File: config.mk
export PLATFORM = sky130hd
export DESIGN_NAME = periodic_ms_timer
export DESIGN_NICKNAME = d
export VERILOG_FILES = /design/src/rtl/pit_pkg.sv /design/src/rtl/pit_ctrl.sv /design/src/rtl/pit_datapath.sv /design/src/rtl/periodic_ms_timer.sv
export SDC_FILE = /design/constraint.sdc
export NUM_CORES = 1
export LEC_CHECK = 0
export BUFFER_PORTS_ARGS = -buffer_cell sky130_fd_sc_hd__buf_2
export CAP_MARGIN = 30
export CORE_MARGIN = 2
export CORE_UTILIZATION = 53
export CTS_BUF_LIST = sky130_fd_sc_hd__clkbuf_16
export DETAILED_ROUTE_END_ITERATION = 6
export GPL_TIMING_DRIVEN = 0
export PLACE_DENSITY = 0.79
export SLEW_MARGIN = 25
export SYNTH_ARGS = -nofsm -noshare
export SYNTH_HDL_FRONTEND = slang
export SYNTH_HIERARCHICAL = 1
export SYNTH_SLANG_ARGS = --single-unit
File: constraint.sdc
create_clock -name clk -period 3.17 [get_ports clk]
set_clock_uncertainty 0.1 [all_clocks]
set_input_delay 0.317 -clock clk [delete_from_list [all_inputs] [get_ports clk]]
set_output_delay 0.317 -clock clk [all_outputs]
set_load 0.005 [all_outputs]
File: src/rtl/pit_pkg.sv
package pit_pkg;

  parameter int CTL_CEN_BIT = 15;
  parameter int CTL_AEN_BIT = 14;
  parameter int CTL_CLR_BIT = 13;

  typedef enum logic {
    SEL_CTRL   = 1'b0,
    SEL_PERIOD = 1'b1
  } pitSel_e;

  typedef struct packed {
    logic runCount;
    logic loadPeriod;
  } pitStrobe_t;

endpackage

File: src/rtl/pit_ctrl.sv
module pit_ctrl
  import pit_pkg::*;
(
  input  logic       clk,
  input  logic       rstN,
  input  logic       wrEn,
  input  logic       wrSel,
  input  logic [2:0] ctlBits,
  input  logic       matchHit,
  output pitStrobe_t strobe,
  output logic       countOn,
  output logic       alarmOn,
  output logic       pendFlag
);

  logic ctlWr;
  logic cenNext;
  logic aenNext;
  logic clrReq;

  assign ctlWr   = wrEn && (pitSel_e'(wrSel) == SEL_CTRL);
  assign cenNext = ctlWr ? ctlBits[2] : countOn;
  assign aenNext = ctlWr ? ctlBits[1] : alarmOn;
  assign clrReq  = ctlWr && ctlBits[0];

  always_comb begin
    strobe.runCount   = cenNext;
    strobe.loadPeriod = wrEn && (pitSel_e'(wrSel) == SEL_PERIOD);
  end

  always_ff @(posedge clk) begin
    if (!rstN) begin
      countOn  <= 1'b0;
      alarmOn  <= 1'b0;
      pendFlag <= 1'b0;
    end else begin
      countOn <= cenNext;
      alarmOn <= aenNext;
      if (matchHit)
        pendFlag <= 1'b1;
      else if (clrReq)
        pendFlag <= 1'b0;
    end
  end

endmodule

File: src/rtl/pit_datapath.sv
module pit_datapath
  import pit_pkg::*;
#(
  parameter int PERIOD_W = 10
) (
  input  logic                clk,
  input  logic                rstN,
  input  logic                msTick,
  input  pitStrobe_t          strobe,
  input  logic [PERIOD_W-1:0] periodIn,
  output logic                matchHit,
  output logic [PERIOD_W-1:0] msCount
);

  logic [PERIOD_W-1:0] periodReg;
  logic [PERIOD_W-1:0] lastCount;
  logic                periodZero;
  logic                stepOk;

  assign periodZero = (periodReg == '0);
  assign lastCount  = periodReg - 1'b1;
  assign stepOk     = strobe.runCount && !strobe.loadPeriod && msTick && !periodZero;
  assign matchHit   = stepOk && (msCount == lastCount);

  always_ff @(posedge clk) begin
    if (!rstN)
      periodReg <= '0;
    else if (strobe.loadPeriod)
      periodReg <= periodIn;
  end

  always_ff @(posedge clk) begin
    if (!rstN)
      msCount <= '0;
    else if (!strobe.runCount || strobe.loadPeriod)
      msCount <= '0;
    else if (matchHit)
      msCount <= '0;
    else if (stepOk)
      msCount <= msCount + 1'b1;
  end

endmodule

File: src/rtl/periodic_ms_timer.sv
module periodic_ms_timer
  import pit_pkg::*;
#(
  parameter int DATA_W   = 16,
  parameter int PERIOD_W = 10
) (
  input  logic                clk,
  input  logic                rstN,
  input  logic                msTick,
  input  logic                wrEn,
  input  logic                wrSel,
  input  logic [DATA_W-1:0]   wrData,
  output logic                irqOut,
  output logic                pendFlag,
  output logic                countOn,
  output logic                alarmOn,
  output logic [PERIOD_W-1:0] msCount
);

  pitStrobe_t strobe;
  logic       matchHit;
  logic [2:0] ctlBits;

  assign ctlBits = {wrData[CTL_CEN_BIT], wrData[CTL_AEN_BIT], wrData[CTL_CLR_BIT]};

  generate
    if (PERIOD_W < CTL_CLR_BIT) begin : g_spare
      logic unusedWrBits;
      assign unusedWrBits = ^wrData[CTL_CLR_BIT-1:PERIOD_W];
    end
    if (DATA_W > CTL_CEN_BIT + 1) begin : g_high
      logic unusedHighBits;
      assign unusedHighBits = ^wrData[DATA_W-1:CTL_CEN_BIT+1];
    end
  endgenerate

  pit_ctrl u_ctrl (
    .clk      (clk),
    .rstN     (rstN),
    .wrEn     (wrEn),
    .wrSel    (wrSel),
    .ctlBits  (ctlBits),
    .matchHit (matchHit),
    .strobe   (strobe),
    .countOn  (countOn),
    .alarmOn  (alarmOn),
    .pendFlag (pendFlag)
  );

  pit_datapath #(.PERIOD_W(PERIOD_W)) u_dp (
    .clk      (clk),
    .rstN     (rstN),
    .msTick   (msTick),
    .strobe   (strobe),
    .periodIn (wrData[PERIOD_W-1:0]),
    .matchHit (matchHit),
    .msCount  (msCount)
  );

  assign irqOut = pendFlag & alarmOn;

endmodule

**After elaboration in Yosys (flattened, before gate mapping)**

Index checks and enable logic that the tools add are counted.

- Add/sub/neg operators: 2
- Equal/unequal tests: 1
- Multiplexer cells: 3
- Bitwise gates (word level): 3
- Reduce and logical (&&, ||, !) cells: 14

Operators by type and width:

| kind | number |
|---|---|
| 10-bit by 1-bit adder with 10-bit output (second input constant) | 1 |
| 10-bit == test | 1 |
| 10-bit zero test | 1 |
| 10-bit by 1-bit subtractor with 10-bit output (second input constant) | 1 |
| 1-bit logical AND | 7 |
| 1-bit zero test | 3 |
| 1-bit two-way mux | 3 |
| 3-bit OR reduction | 1 |
| 1-bit NOT | 2 |
| 2-bit nonzero test | 1 |
| 1-bit bitwise AND | 1 |
| 1-bit logical OR | 1 |

- Bits in registers: 23
- Input bits: 21
- Output and inout bits: 14
- Word-level logic and storage cells: 28

**Longest topological paths before layout**

Gate-level depths: netlist of run 1.

- Word-level depth: 8
- Gate-level depth with buffers: 11
- Mapped depth without buffers: 9

**Modules after synthesis**

The synthesis of run 1 kept the hierarchy.

Modules (own cells, without submodules):

| module | times used | cells each | area an instance (sq um) | seq. area each (sq um) |
|---|---|---|---|---|
| pit_datapath | 1 | 138 | 1273.7 | 400.4 |
| pit_ctrl | 1 | 16 | 153.9 | 60.1 |
| periodic_ms_timer | 1 | 1 | 6.3 | 0.0 |

**Least setup slack after synthesis of run 1**

OpenSTA, ideal clock, no wires.

- Path type: input -> register
- Start point: in wrEn
- End point: reg u_ctrl.pendFlag
- Library setup time: 0.074 ns
- Arrival time: 2.348 ns
- Data required time: 2.996 ns
- Path slack: 0.647 ns
- Stages on the path: 11
- Cell sequence: nor2b_4 -> mux2_4 -> buf_4 -> and3b_1 -> nand3_1 -> or4b_4 -> a2111oi_4 -> buf_6 -> and2_1 -> o21ai_0 -> a31oi_1

- Longest elaborated chain between the ends: 7

RTL lines:

| element | RTL line | source |
|---|---|---|
| start: declaration | periodic_ms_timer.sv:10 | `input logic wrEn,` |
| 1-bit logical AND (*) | pit_ctrl.sv:21 | `assign ctlWr = wrEn && (pitSel_e'(wrSel) == SEL_CTRL);` |
| 1-bit two-way mux (*) | pit_ctrl.sv:22 | `assign cenNext = ctlWr ? ctlBits[2] : countOn;` |
| named net u_ctrl.cenNext | pit_ctrl.sv:17 | `logic cenNext;` |
| 1-bit logical AND (*) (3 in series) | pit_datapath.sv:22 | `assign stepOk = strobe.runCount && !strobe.loadPeriod && msTick && !periodZero;` |
| 1-bit logical AND (*) | pit_datapath.sv:23 | `assign matchHit = stepOk && (msCount == lastCount);` |
| named net matchHit | periodic_ms_timer.sv:21 | `logic matchHit;` |
| 1-bit two-way mux or 2-bit nonzero test (tied branches) | n/a |  |
| end signal: assignment | pit_ctrl.sv:35 | `pendFlag <= 1'b0;` |
| end signal: assignment | pit_ctrl.sv:40 | `pendFlag <= 1'b1;` |
| end signal: assignment | pit_ctrl.sv:42 | `pendFlag <= 1'b0;` |
| end: declaration | pit_ctrl.sv:13 | `output logic pendFlag` |

Mark *: on every way through the listed nets, which the timed path passes. The rest lies on a longest branch.
A chain may end at the register's enable or synchronous reset.

**Worst setup path in the final report of run 1**

- Start point: reg u_dp.periodReg[5]
- End point: reg u_ctrl.pendFlag

- Longest elaborated chain between the ends: 5

RTL lines:

| element | RTL line | source |
|---|---|---|
| start: declaration | pit_datapath.sv:15 | `logic [PERIOD_W-1:0] periodReg;` |
| start signal: assignment | pit_datapath.sv:29 | `periodReg <= periodIn;` |
| parallel branches: the longest is 3 deep, another holds 10-bit by 1-bit subtractor with 10-bit output | n/a |  |
| 1-bit logical AND (*) | pit_datapath.sv:23 |  |
| named net matchHit | periodic_ms_timer.sv:21 |  |
| 1-bit two-way mux or 2-bit nonzero test (tied branches) | n/a |  |

Mark *: on every way through the listed nets, which the timed path passes.

==> results of run 1 <==
[state kept, by name, summed over array words and instances, names as in the netlist]
| signal | count |
|---|---|
| u_dp/msCount | 10 |
| u_ctrl/alarmOn | 1 |
| u_dp/periodReg | 10 |
| u_ctrl/countOn | 1 |
| u_ctrl/pendFlag | 1 |
[through the flow]
stage	worst slack [ps]	utilization	cell area, µm²	instances
6_report	510	0.676	1710	220
5_1_grt	204	0.676	1710	220
4_1_cts	502	0.676	1710	220
3_5_place_dp	367	0.645	1630	216
3_3_place_gp	389	0.645	1630	216
2_1_floorplan	647	-	1430	155
[placed cells by master, fill, tap and decap left out, drive strengths merged, types with 3 or more instances in the layout]
cell     n
o21ai    3
inv      7
nor2b   13
nand2    8
and2     5
dfxtp   23
nand3    5
xnor2   14
nor3     4
buf     34
nor2     8
a211oi  10
clkbuf   8
xor2     5
mux2i   13
[report_power, final]
| group | internal, W | switching, W | leakage (nW) | total (W) |
|---|---|---|---|---|
| registers | 0.000297 | 0.0000114 | 0.187 | 0.000308 |
| logic | 0.0000475 | 0.0000550 | 0.452 | 0.000103 |
| clock network | 0.000168 | 0.0000979 | 0.0423 | 0.000266 |
| total | 0.000512 | 0.000164 | 0.681 | 0.000677 |
[area by class of cell]
cell class | instances | area, µm² | area share
timing repair buffer | 31 | 155 | 0.0910
buffer | 8 | 42.5 | 0.0249
inverter | 6 | 22.5 | 0.0132
clock buffer | 3 | 75.1 | 0.0440
sequential | 23 | 460 | 0.270
clock inverter | 1 | 3.75 | 0.00220
multi-input combinational | 118 | 908 | 0.533
tap | 30 | 37.5 | 0.0220
[final timing paths]
| path | to | slack (ps) | cells after the start |
|---|---|---|---|
| worst min-delay path | u_ctrl/pendFlag | 160 | 2 |
| worst max-delay path | u_ctrl/pendFlag | 510 | 9 |
| worst min register to register | u_ctrl/countOn | 380 | 2 |
| worst max register to register | u_ctrl/pendFlag | 510 | 9 |
[worst max-delay path, stage by stage, from the launching register on]
cell and delay [ps]:
dfxtp_1 290, buf_2 150, nor4_1 530, a21oi_1 170
o21a_1 220, o31ai_1 290, clkbuf_1 390, and2_1 210
o21ai_0 80, a31oi_1 140
[per-layer routing]
layer	routed length, µm	part of all wire	vias up	track usage
met5	0	0	-	0
met4	44	0.014	0	0.0850
met3	121	0.039	5	0.0279
met2	1590	0.52	28	0.378
met1	1310	0.43	587	0.260
li1	-	-	628	-
[logic make-up after synthesis]
kind of cell,Yosys count,synth area share
AOI/OAI and AO/OA,26,0.152
xor gates and xnor gates,19,0.116
buffers and inverters,14,0.0454
adders and majority gates,2,0.0174
and+or+nand+nor,57,0.247
DFF,23,0.321
muxes,14,0.101
==> flow_metrics.env, run 1 <==
export IMPL_synth_nets=178
export IMPL_cp_start_kind="flop"
export IMPL_grt_pass1_vias=1295
export IMPL_drive_above_1_share=0.237
export IMPL_worst_hold_slack_ps=155
export IMPL_cts_resized=0
export IMPL_drc_errors=0
export IMPL_path_max_fanout=10
export IMPL_h_tree_depth=1
export IMPL_synth_top_area_cell="dfxtp_1"
export IMPL_core_um2=2520
export IMPL_netlist_top_cells_count="dfxtp_1, xnor2_1, mux2i_1"
export IMPL_min_period_ps=2660
export IMPL_n_fill_cell=218
export IMPL_syn_to_final_growth_pct=18.9
export IMPL_setup_tns_ps=0
export IMPL_status="complete, no violations"
export IMPL_portBuffers=31
export IMPL_antenna_found_initial=0
export IMPL_cts_tree="done"
export IMPL_power_density_nw_per_um2=397
export IMPL_clkTransAtPathRegs_ps=60
export IMPL_synth_avg_cell_area_um2=9.25
export IMPL_yosysWarnings=6
export IMPL_rows=18
export IMPL_netlist_area_leader_share=0.321
export IMPL_finalMaxSlewViolations=0
export IMPL_max_freq_mhz=376
export IMPL_tightestPinTransition_ps=721
export IMPL_hold_viol=0
export IMPL_synthTopCellsByArea="dfxtp_1, mux2i_1, xnor2_1"
export IMPL_grt_max_degree=13
export IMPL_yosysSeqAreaShare=0.321
export IMPL_r2r_start="u_dp/periodReg[5]"
export IMPL_grt_pass1_wl_mm=5.49
export IMPL_async_reset_ff_frac=0
export IMPL_synth_flop_cell="dfxtp_1"
export IMPL_p_leak_nw=0.681
export IMPL_end_kind="flop"
export IMPL_die_x_um=56.0
export IMPL_routed_wirelength_mm=3.07
export IMPL_viasPerCell=5.67
export IMPL_finalSetupViolCount=0
export IMPL_arrival_ps=2740
export IMPL_maxSlewHeadroom=0.519
export IMPL_gp_congestion=0.762
export IMPL_yosysMostFrequentCell="dfxtp_1"
export IMPL_synth_cells=155
export IMPL_start_util=0.568
export IMPL_rsz0062_at_grt="no"
export IMPL_p_total_w=0.000677
export IMPL_dp_final_hpwl_mm=2.38
export IMPL_required_ps=3250
export IMPL_drt_pass1_iterations=4
export IMPL_cts_made_buffers=3
export IMPL_ys_types=44
export IMPL_insertion_delay_ps=260
export IMPL_min_period_over_period=0.839
export IMPL_cp_startpoint="u_dp/periodReg[5]"
export IMPL_detail_route_iter0_violations=53
export IMPL_io_pins=35
export IMPL_path_class="reg -> reg"
export IMPL_grt_usage=0.214
export IMPL_cap_violations=0
export IMPL_diodes=0
export IMPL_grt_overflow=0
export IMPL_cts_setup_buffers=0
export IMPL_route_detailed_wl_per_inst_um=14.0
export IMPL_cts_root_buf="clkbuf_16"
export IMPL_clk_path_buf_depth=2
export IMPL_dieArea_um2=3140
export IMPL_synth_edf_count=0
export IMPL_antenna_left=0
export IMPL_ctsHoldBuffers=0
export IMPL_hold_start="wrData[13]"
export IMPL_hold_class="in -> reg"
export IMPL_cts_sinks=23
export IMPL_vias=1248
export IMPL_fin_nets=214
export IMPL_syn_area_um2=1430
export IMPL_peakVddDrop_mv=0.364
export IMPL_ys_ff_latch=23
export IMPL_die_y_um=56.0
(Power assumes the default switching activity.)
==> inputs of run 2 (changes only) <==
--- a/config.mk
+++ b/config.mk
@@ -8,11 +8,11 @@
 export BUFFER_PORTS_ARGS = -buffer_cell sky130_fd_sc_hd__buf_2
 export CAP_MARGIN = 30
 export CORE_MARGIN = 2
-export CORE_UTILIZATION = 53
+export CORE_UTILIZATION = 47
 export CTS_BUF_LIST = sky130_fd_sc_hd__clkbuf_16
 export DETAILED_ROUTE_END_ITERATION = 6
 export GPL_TIMING_DRIVEN = 0
-export PLACE_DENSITY = 0.79
+export PLACE_DENSITY = 0.74
 export SLEW_MARGIN = 25
 export SYNTH_ARGS = -nofsm -noshare
 export SYNTH_HDL_FRONTEND = slang
==> constraint.sdc (replaced) <==
create_clock -name clk -period 2.3 [get_ports clk]
set_clock_uncertainty 0.1 [all_clocks]
set_input_delay 0.23 -clock clk [delete_from_list [all_inputs] [get_ports clk]]
set_output_delay 0.23 -clock clk [all_outputs]
set_load 0.005 [all_outputs]
==> run 2 against run 1 <==
Net effect: the run now ends with setup timing left; fmax is 12% higher; cell count is 4.1% higher; global-route usage is 0.092 points higher; clock-buffer cell count stayed put; first-iteration DRC count is 13% lower; die area is 12% higher; clock power is 40% higher; worst setup slack worse by 580 ps; total power is 43% higher; routed wire length is 15% higher; final area is 7.3% higher; sequential share of layout area is 1.4 points lower.
==> flow_metrics.env, run 2 (same netlist as run 1, synthesis figures left out) <==
export IMPL_hold_class="in -> reg"
export IMPL_grt_pass1_wl_mm=5.64
export IMPL_final_cell_mix="buf_2, dfxtp_1, xnor2_1, mux2i_1, nor2b_1"
export IMPL_dieArea_um2=3510
export IMPL_cts_made_buffers=3
export IMPL_p_leak_nw=0.729
export IMPL_cp_start_kind="flop"
export IMPL_vias=1343
export IMPL_violations="setup timing"
export IMPL_final_area_um2=1830
export IMPL_drc_errors=0
export IMPL_route_detailed_wl_per_inst_um=15.4
export IMPL_cts_sinks=23
export IMPL_min_period_ps=2380
export IMPL_peakVddDrop_mv=0.337
export IMPL_cts_root_buf="clkbuf_16"
export IMPL_layout_cells_non_filler=229
export IMPL_rows=20
export IMPL_grt_overflow=0
export IMPL_place_area_um2=1630
export IMPL_clk_path_buf_depth=2
export IMPL_top_regs="u_dp/msCount x10, u_dp/periodReg x10"
export IMPL_finalSetupViolCount=10
export IMPL_worst_slack_ps=-75.4
export IMPL_drive_above_1_share=0.332
export IMPL_gp_congestion=0.757
export IMPL_fin_nets=220
export IMPL_portBuffers=31
export IMPL_path_max_fanout=5
export IMPL_grt_max_degree=13
export IMPL_max_freq_mhz=421
export IMPL_grt_usage=0.215
export IMPL_core_um2=2980
export IMPL_tightestPinTransition_ps=717
export IMPL_cts_tree="done"
export IMPL_grt_pass1_vias=1269
export IMPL_die_x_um=59.2
export IMPL_required_ps=2350
export IMPL_final_common_cell="buf_2"
export IMPL_min_period_over_period=1.03
export IMPL_rsz0062_at_grt="yes"
export IMPL_worst_hold_slack_ps=62.1
export IMPL_arrival_ps=2420
export IMPL_finalMaxSlewViolations=0
export IMPL_detail_route_iter0_violations=46
export IMPL_start_util=0.482
export IMPL_dp_final_hpwl_mm=2.43
export IMPL_ctsHoldBuffers=0
export IMPL_fin_util=0.614
export IMPL_io_pins=35
export IMPL_antenna_found_initial=0
export IMPL_clkTransAtPathRegs_ps=60
export IMPL_hold_viol=0
export IMPL_cap_violations=0
export IMPL_die_y_um=59.2
export IMPL_drt_pass1_iterations=4
export IMPL_slowest_delay_ps=520
export IMPL_end_kind="flop"
export IMPL_power_density_nw_per_um2=528
export IMPL_status="complete, but fails checks"
export IMPL_path_class="reg -> reg"
export IMPL_routed_wirelength_mm=3.53
export IMPL_insertion_delay_ps=260
export IMPL_syn_to_final_growth_pct=27.6
export IMPL_h_tree_depth=1
export IMPL_viasPerCell=5.86
export IMPL_dp_cells=219
export IMPL_diodes=0
export IMPL_maxSlewHeadroom=0.522
export IMPL_slowest_stage="or4b_4"
export IMPL_crit_chain="inv_4 -> ha_4 -> or4b_4 -> o311ai_2 -> nor2_1 -> xnor2_1 -> a211oi_1"
export IMPL_antenna_left=0
run 2: changes by cell type in the layout (fill, tap and decap cells not counted), sizes merged:
cell and delta:
buf +6
run 2: critical path, delay by kind of cell, from the launching register on:
| kind | cells | cell delay [ps] |
|---|---|---|
| AOI/OAI and AO/OA | 2 | 780 |
| and+or+nand+nor | 2 | 660 |
| adders and majority gates | 1 | 150 |
| DFF | 1 | 350 |
| buffers and inverters | 1 | 60 |
| xor gates and xnor gates | 1 | 150 |
run 2: through the flow:
step / setup TNS [ps] / power [W] / setup slack, ps
after floorplan: -71.7 / 0.000532 / -71.7
after global routing: -1190 / 0.00100 / -155
after CTS: -1320 / 0.000957 / -173
after detailed placement: -1950 / 0.000574 / -404
after global placement: -1270 / 0.000565 / -309
final: -398 / 0.000966 / -75.4
run 2: path summary, 6_finish.rpt:
kind | from | endpoint | slack (ps) | depth (start not counted)
setup / recovery | u_dp/periodReg[0] | u_dp/msCount[8] | -80 | 7
hold / removal | wrData[13] | u_ctrl/pendFlag | 60 | 2
setup reg to reg | u_dp/periodReg[0] | u_dp/msCount[8] | -80 | 7
hold reg to reg | u_ctrl/alarmOn | u_ctrl/alarmOn | 370 | 2
run 2: power breakdown:
group | internal, W | total (W) | leakage [nW] | switching, W
Combinational | 0.0000829 | 0.000168 | 0.498 | 0.0000855
Sequential | 0.000408 | 0.000424 | 0.188 | 0.0000162
Clock | 0.000232 | 0.000373 | 0.0423 | 0.000141
run 2: timing repair:
| action | CTS | global route |
|---|---|---|
| endpoints found under the setup margin | 11 | 11 |
| buffers inserted | 6 | 0 |
| pin swaps | 4 | 5 |
| cloned | 0 | 0 |
| gates resized for setup | 14 | 7 |
run 2: area by class of cell:
type,count,area [µm²]
plain buffers,8,46.3
clock buffers,3,75.1
clock inverters,1,3.75
fillers,232,1150
inverters,6,25.0
multi-input cells,118,962
flip-flops and latches,23,468
well taps,33,41.3
repair buffers,37,208
run 2: routing by layer:
layer	share of wire	vias to the layer above	global-route usage
met5	0	-	0
met2	0.52	44	0.358
li1	-	636	-
met4	0.022	0	0.110
met3	0.052	9	0.0437
met1	0.41	654	0.260
